### config.mk
export PLATFORM = sky130hd
export DESIGN_NAME = irq_cause_unit
export DESIGN_NICKNAME = d
export VERILOG_FILES = /design/src/rtl/irq_cause_pkg.sv /design/src/rtl/irq_addr_decode.sv /design/src/rtl/irq_cause_bank.sv /design/src/rtl/irq_summary.sv /design/src/rtl/irq_cause_unit.sv
export SDC_FILE = /design/constraint.sdc
export NUM_CORES = 1
export LEC_CHECK = 0
export CORE_ASPECT_RATIO = 1.1
export CORE_MARGIN = 5
export CORE_UTILIZATION = 40
export DETAILED_ROUTE_END_ITERATION = 16
export GPL_ROUTABILITY_DRIVEN = 0
export PLACE_DENSITY_LB_ADDON = 0.1
export SYNTH_ARGS = -nofsm -noshare
export SYNTH_HDL_FRONTEND = slang
export SYNTH_HIERARCHICAL = 1
export SYNTH_SLANG_ARGS = --single-unit
### constraint.sdc
create_clock -name clk -period 11.8 [get_ports clk]
set_input_delay 2.36 -clock clk [delete_from_list [all_inputs] [get_ports clk]]
set_output_delay 2.36 -clock clk [all_outputs]
set_load 0.05 [all_outputs]
### src/rtl/irq_cause_pkg.sv
package irq_cause_pkg;

  parameter int unsigned DATA_W    = 32;
  parameter int unsigned NUM_BANKS = 3;
  parameter int unsigned BANK_SPAN = 8;
  parameter int unsigned ADDR_W    = $clog2((NUM_BANKS + 1) * BANK_SPAN);

  // Per-bank register offsets
  parameter int unsigned OFS_CAUSE = 0;
  parameter int unsigned OFS_MODE  = 1;
  parameter int unsigned OFS_SET   = 2;
  parameter int unsigned OFS_MSET  = 3;
  parameter int unsigned OFS_MCLR  = 4;
  parameter int unsigned OFS_MVAL  = 5;

  // Summary registers sit just past the last bank
  parameter int unsigned SUM_CAUSE_ADDR = NUM_BANKS * BANK_SPAN;
  parameter int unsigned SUM_MASK_ADDR  = NUM_BANKS * BANK_SPAN + 1;

  typedef struct packed {
    logic cause_wr;
    logic cause_rd;
    logic mode_wr;
    logic set_wr;
    logic mset_wr;
    logic mclr_wr;
  } bank_strobe_t;

endpackage

### src/rtl/irq_addr_decode.sv
module irq_addr_decode
  import irq_cause_pkg::*;
#(
  parameter int unsigned NB = NUM_BANKS,
  parameter int unsigned AW = ADDR_W
) (
  input  logic                  wr_en,
  input  logic                  rd_en,
  input  logic [AW-1:0]         addr,
  output bank_strobe_t [NB-1:0] strb_o,
  output logic                  sum_rd_o,
  output logic                  smask_wr_o
);

  localparam int unsigned OW = $clog2(BANK_SPAN);
  localparam int unsigned SW = AW - OW;

  logic [OW-1:0] ofs;
  logic [SW-1:0] sel;

  assign ofs = addr[OW-1:0];
  assign sel = addr[AW-1:OW];

  for (genvar b = 0; b < NB; b++) begin : g_bank
    localparam logic [SW-1:0] SEL = SW'(b);
    logic hit;
    assign hit = (sel == SEL);
    assign strb_o[b].cause_wr = wr_en & hit & (ofs == OW'(OFS_CAUSE));
    assign strb_o[b].cause_rd = rd_en & hit & (ofs == OW'(OFS_CAUSE));
    assign strb_o[b].mode_wr  = wr_en & hit & (ofs == OW'(OFS_MODE));
    assign strb_o[b].set_wr   = wr_en & hit & (ofs == OW'(OFS_SET));
    assign strb_o[b].mset_wr  = wr_en & hit & (ofs == OW'(OFS_MSET));
    assign strb_o[b].mclr_wr  = wr_en & hit & (ofs == OW'(OFS_MCLR));
  end

  assign sum_rd_o   = rd_en & (addr == AW'(SUM_CAUSE_ADDR));
  assign smask_wr_o = wr_en & (addr == AW'(SUM_MASK_ADDR));

endmodule

### src/rtl/irq_cause_bank.sv
module irq_cause_bank
  import irq_cause_pkg::*;
#(
  parameter int unsigned DW = DATA_W
) (
  input  logic         clk,
  input  logic         rst_n,
  input  bank_strobe_t strb,
  input  logic [DW-1:0] wdata,
  input  logic [DW-1:0] evt,
  output logic [DW-1:0] cause_o,
  output logic [DW-1:0] mode_o,
  output logic [DW-1:0] mask_o,
  output logic          pend_o
);

  logic [DW-1:0] cause_q, cause_d;
  logic [DW-1:0] mode_q,  mode_d;
  logic [DW-1:0] mask_q,  mask_d;
  logic [DW-1:0] clr_vec, set_vec;
  logic          mode_en, mask_en;

  // Next state: events and software set take priority over any clear
  always_comb begin
    clr_vec = '0;
    if (strb.cause_wr) clr_vec = clr_vec | (wdata & ~mode_q);
    if (strb.cause_rd) clr_vec = clr_vec | mode_q;
    set_vec = evt;
    if (strb.set_wr)   set_vec = set_vec | wdata;
    cause_d = (cause_q & ~clr_vec) | set_vec;

    mode_en = strb.mode_wr;
    mode_d  = wdata;

    mask_en = strb.mset_wr | strb.mclr_wr;
    mask_d  = mask_q;
    if (strb.mset_wr) mask_d = mask_d | wdata;
    if (strb.mclr_wr) mask_d = mask_d & ~wdata;
  end

  always_ff @(posedge clk or negedge rst_n) begin
    if (!rst_n) begin
      cause_q <= '0;
      mode_q  <= '0;
      mask_q  <= '1;
    end else begin
      cause_q <= cause_d;
      if (mode_en) mode_q <= mode_d;
      if (mask_en) mask_q <= mask_d;
    end
  end

  assign cause_o = cause_q;
  assign mode_o  = mode_q;
  assign mask_o  = mask_q;
  assign pend_o  = |(cause_q & ~mask_q);

endmodule

### src/rtl/irq_summary.sv
module irq_summary #(
  parameter int unsigned NB = 3
) (
  input  logic          clk,
  input  logic          rst_n,
  input  logic [NB-1:0] bank_pend,
  input  logic          sum_rd,
  input  logic          smask_wr,
  input  logic [NB-1:0] smask_wdata,
  output logic [NB-1:0] sum_o,
  output logic [NB-1:0] smask_o,
  output logic          irq_o
);

  logic [NB-1:0] sum_q,   sum_d;
  logic [NB-1:0] smask_q, smask_d;
  logic          irq_q,   irq_d;

  // A clearing read loses to a bank that is still pending
  always_comb begin
    sum_d   = (sum_q & ~{NB{sum_rd}}) | bank_pend;
    smask_d = smask_wdata;
    irq_d   = |(sum_d & ~smask_q);
  end

  always_ff @(posedge clk or negedge rst_n) begin
    if (!rst_n) begin
      sum_q   <= '0;
      smask_q <= '1;
      irq_q   <= 1'b0;
    end else begin
      sum_q <= sum_d;
      if (smask_wr) smask_q <= smask_d;
      irq_q <= irq_d;
    end
  end

  assign sum_o   = sum_q;
  assign smask_o = smask_q;
  assign irq_o   = irq_q;

endmodule

### src/rtl/irq_cause_unit.sv
module irq_cause_unit
  import irq_cause_pkg::*;
#(
  parameter int unsigned DW = DATA_W,
  parameter int unsigned AW = ADDR_W
) (
  input  logic          clk,
  input  logic          rst_n,
  input  logic          wr_en,
  input  logic          rd_en,
  input  logic [AW-1:0] addr,
  input  logic [DW-1:0] wdata,
  output logic [DW-1:0] rdata,
  input  logic [DW-1:0] tx_evt,
  input  logic [DW-1:0] rx_evt,
  input  logic [DW-1:0] misc_evt,
  output logic          irq_o
);

  localparam int unsigned NB = NUM_BANKS;
  localparam int unsigned OW = $clog2(BANK_SPAN);
  localparam int unsigned SW = AW - OW;

  logic [1:0]             rst_sync;
  logic                   rst_sync_n;
  bank_strobe_t [NB-1:0]  strb;
  logic                   sum_rd, smask_wr;
  logic [NB-1:0][DW-1:0]  evt_vec, cause_vec, mode_vec, mask_vec;
  logic [NB-1:0]          pend_vec, sum_vec, smask_vec;

  // Reset: asserted at once, released two edges later
  always_ff @(posedge clk or negedge rst_n) begin
    if (!rst_n) rst_sync <= 2'b00;
    else        rst_sync <= {rst_sync[0], 1'b1};
  end
  assign rst_sync_n = rst_sync[1];

  assign evt_vec[0] = tx_evt;
  assign evt_vec[1] = rx_evt;
  assign evt_vec[2] = misc_evt;

  irq_addr_decode #(.NB(NB), .AW(AW)) dec_i (
    .wr_en      (wr_en),
    .rd_en      (rd_en),
    .addr       (addr),
    .strb_o     (strb),
    .sum_rd_o   (sum_rd),
    .smask_wr_o (smask_wr)
  );

  for (genvar b = 0; b < NB; b++) begin : g_bank
    irq_cause_bank #(.DW(DW)) bank_i (
      .clk     (clk),
      .rst_n   (rst_sync_n),
      .strb    (strb[b]),
      .wdata   (wdata),
      .evt     (evt_vec[b]),
      .cause_o (cause_vec[b]),
      .mode_o  (mode_vec[b]),
      .mask_o  (mask_vec[b]),
      .pend_o  (pend_vec[b])
    );
  end

  irq_summary #(.NB(NB)) sum_i (
    .clk         (clk),
    .rst_n       (rst_sync_n),
    .bank_pend   (pend_vec),
    .sum_rd      (sum_rd),
    .smask_wr    (smask_wr),
    .smask_wdata (wdata[NB-1:0]),
    .sum_o       (sum_vec),
    .smask_o     (smask_vec),
    .irq_o       (irq_o)
  );

  // Read mux
  always_comb begin
    rdata = '0;
    for (int b = 0; b < NB; b++) begin
      if (addr[AW-1:OW] == SW'(b)) begin
        case (addr[OW-1:0])
          OW'(OFS_CAUSE): rdata = cause_vec[b];
          OW'(OFS_MODE):  rdata = mode_vec[b];
          OW'(OFS_MVAL):  rdata = mask_vec[b];
          default:        rdata = '0;
        endcase
      end
    end
    if (addr == AW'(SUM_CAUSE_ADDR)) rdata = DW'(sum_vec);
    if (addr == AW'(SUM_MASK_ADDR))  rdata = DW'(smask_vec);
  end

endmodule

==> summary.txt <==
Run status
  – Status: finished, final reports clean

Route
  – Detailed Route WL: just under 60000 um
  – Routed Antenna Nets: 0
  – DR iter-0 viols: roughly 1100
  – Per-cell routed wire length: between 20 and 30 um
  – Residual DRC: 0
  – First-pass DRT Iterations: 5
  – Via count: 13800
  – Post-DR vias/cell: between 5 and 6

Global route
  – GRT Overall Usage: 0.258
  – First-pass GRT wire length: slightly below 90000 um
  – Antenna violations before repair: 0
  – Grt total ovfl: 0
  – Grt met2 use: 0.424
  – Pin count of the biggest net entering global routing: 77
  – Top Usage Layer GRT: met2
  – Met3 usage: 0.0313
  – Met1 GRT Util: 0.348
  – Vias in the first global route: about 14000

Die
  – Core area: between 40000 and 50000 um2
  – Row count: a little under 80
  – Initial core utilization: 0.404
  – Num ports: between 150 and 200
  – DIE WIDTH: 202 um
  – Die area: between 40000 and 50000 um2
  – Die Y: around 220 um

Power and ir drop
  – Psw: between 0.0008 and 0.0009 W
  – Internal cell power: 0.00213 W
  – Sw Ratio: 0.284
  – Seq pwr share: 0.453
  – P_leak: between 7 and 8 nW
  – Power density over the cells: ~150 nW/um2
  – Clock power share: 0.382
  – Combinational power share: 0.165
  – Maximum VDD drop: between 100 and 150 uV

Timing
  – Hold Slack: ~0.19 ns
  – Final min period: just over 8 ns
  – Final Max Tran Viols: 0
  – Final period util: 0.694
  – Clock Skews: around 0.01 ns
  – Max_slew headroom: 0.302
  – Final setup vio count: 0
  – Final Hold Viols: 0
  – Worst-margin pin slew: about 1.0 ns
  – RSZ-0062 raised after global routing: false
  – Setup TNS: 0 ns
  – Fmax: between 100 and 150 MHz

Clocking
  – Max Root-Sink Buffers: 3
  – Hold buffer count at CTS: 0
  – Clk sinks: 297
  – Clock transition at the registers of the reported paths: ~0.060 ns
  – Num CTS Buffers: 37
  – Post-CTS Resized: 0
  – Insertion delay of the later-clocked pin in the worst-skew pair: between 0.5 and 0.6 ns
  – CTS Root Cell: clkbuf_16
  – H-tree depth: 2
  – CTS tree: done
  – Setup repair bufs after CTS: 0

Yosys
  – Gate Count Post-Synth: between 1500 and 2000
  – Distinct cells, synth: 47
  – Post-Syn Area: about 16000 um2
  – Syn avg cell area: between 9 and 10 um2
  – Post-synthesis register bit count: 297
  – Async set-reset flop share out of synthesis: 1.00
  – Synth Area in XOR/XNOR: 0
  – Largest family of logic cells by synthesized area: compound AO/OA/AOI/OAI gates
  – EDFF count, synth: 0
  – Mux contribution to synthesized area: 0.134
  – Compound-Gate Fraction of Synth Area: 0.247
  – Seq/Total Area, Yosys: 0.467
  – Yosys warning count: 6
  – Commonest register cell after synthesis: dfrtp_1
  – Adder-cell share of the synthesized area: 0
  – Simple-gate share of the synthesized area: 0.0784
  – Mapped Nets: 1802

Critical path
  – Maximum fanout along the worst path: 75
  – Crit Path Class: input pin to primary output
  – Worst setup SP type: input pin
  – CP required: 9.44 ns
  – CP arrival: just under 6 ns
  – Endpoint class of the critical path: primary output

Run
  – Max Cap Viol: 0

Min path
  – Hold crit path type: flop to asynchronous set/reset pin

Finish
  – Area Growth Syn to Fin: 18.6%
  – Most frequent cells in the layout: a21oi_1 (303), nand2_1 (229), dfrtp_1 (197)
  – Number of nets in the layout: roughly 1900
  – Filler cell count in the final layout: between 3000 and 4000
  – Ratio of cells with drive above 1 in the final layout: 0.170
  – Most common cell after layout, fill and taps aside: a21oi_1
  – N_diodes: 0

Place
  – Number of port buffers: 169
  – DP Wirelength: between 30000 and 40000 um
-- logic make-up after synthesis --
family                 count (synthesis)
AOI/OAI and AO/OA                    697
buffers and inverters                205
DFF                                  297
muxes                                171
other                                  1
and+or+nand+nor                      294
-- worst paths after layout --
path / to / start / slack, ns / depth (start not counted)
max in group asynchronous: g_bank[2].bank_i/mode_o[11] / rst_sync[1] / 9.46 / 2
worst min-delay path: g_bank[1].bank_i/mode_o[5] / rst_sync[1] / 0.19 / 0
worst max register to register: sum_i/irq_o / g_bank[2].bank_i/mask_o[28] / 9.36 / 5
min in group clk: rst_sync[1] / rst_sync[0] / 0.35 / 0
worst max-delay path: rdata[1] / addr[2] / 3.61 / 8
worst min register to register: g_bank[1].bank_i/mode_o[5] / rst_sync[1] / 0.19 / 0
-- state kept, by name (all words and copies together) (netlist names) --
name	count
sum_i/irq_o	1
g_bank.bank_i/mode_o	96
sum_i/smask_o	3
g_bank.bank_i/cause_o	96
g_bank.bank_i/mask_o	96
rst_sync	2
sum_i/sum_o	3
-- power groups by stage --
stage               Sequential [W]  Combinational, W  Clock, W
finish                     0.00135          0.000489   0.00114
global route               0.00137          0.000527   0.00120
CTS                        0.00134          0.000491   0.00116
detailed placement         0.00136          0.000490         0
global placement           0.00136          0.000483         0
floorplan                  0.00132          0.000306         0
-- layer usage --
layer	share of wire	up-vias
li1	-	6285
met1	0.43	6866
met2	0.48	486
met3	0.049	121
met4	0.042	0
met5	0	-
-- metrics by stage --
stage | area (um2) | cells | total power, W | util | setup WS [ns]
final | 19200 | 2338 | 0.00297 | 0.479 | 3.61
after floorplan | 16200 | 1665 | 0.00163 | - | 3.08
after global placement | 18000 | 2273 | 0.00184 | 0.450 | 3.70
after detailed placement | 18000 | 2273 | 0.00185 | 0.450 | 3.68
after CTS | 19200 | 2338 | 0.00299 | 0.479 | 3.68
after global routing | 19200 | 2338 | 0.00309 | 0.479 | 3.46
-- worst max-delay path, stage by stage --
cell and delay, ns:
buf_2 0.07, buf_4 0.59, and2_2 0.53, buf_4 0.50, nand2_1 0.13, a32o_1 0.27, o32ai_1 0.36, clkdlybuf4s50_1 0.89
-- synthesized netlist by cell type (2+ instances only) --
| master | count | share of area |
|---|---|---|
| buf_1 | 4 | 0.00093 |
| dfstp_2 | 99 | 0.16 |
| clkbuf_1 | 10 | 0.0023 |
| buf_2 | 55 | 0.017 |
| buf_4 | 2 | 0.00093 |
| a22oi_1 | 24 | 0.011 |
| mux2i_1 | 71 | 0.044 |
| or2_0 | 4 | 0.0015 |
| o21ai_0 | 21 | 0.0065 |
| buf_6 | 23 | 0.016 |
| o21ai_1 | 180 | 0.056 |
| nand2b_1 | 5 | 0.0019 |
| o32ai_1 | 3 | 0.0016 |
| nand4_1 | 3 | 0.0012 |
| inv_1 | 100 | 0.023 |
| dfrtp_1 | 198 | 0.31 |
| buf_12 | 10 | 0.012 |
| a311oi_1 | 24 | 0.013 |
| o2bb2ai_1 | 56 | 0.030 |
| o22ai_1 | 76 | 0.029 |
| a21oi_1 | 303 | 0.094 |
| or4b_4 | 2 | 0.0017 |
| nand4bb_1 | 3 | 0.0021 |
| nor3_1 | 4 | 0.0012 |
| nand2_1 | 229 | 0.053 |
| nor2_8 | 2 | 0.0025 |
| a32o_1 | 3 | 0.0019 |
| and2_1 | 2 | 0.00077 |
| nor2_1 | 22 | 0.0051 |
| mux2_2 | 10 | 0.0070 |
| nor4_1 | 12 | 0.0046 |
| mux2_4 | 90 | 0.083 |
-- area by class of cell --
class,instances,area (um2),share of cell area
flip-flops and latches,297,7560,0.394
multi-input cells,1163,7530,0.392
repair buffers,199,1910,0.0994
clock buffers,59,1080,0.0562
well taps,513,642,0.0334
inverters,101,382,0.0199
clock inverters,6,105,0.00547
(Power assumes the default switching activity.)
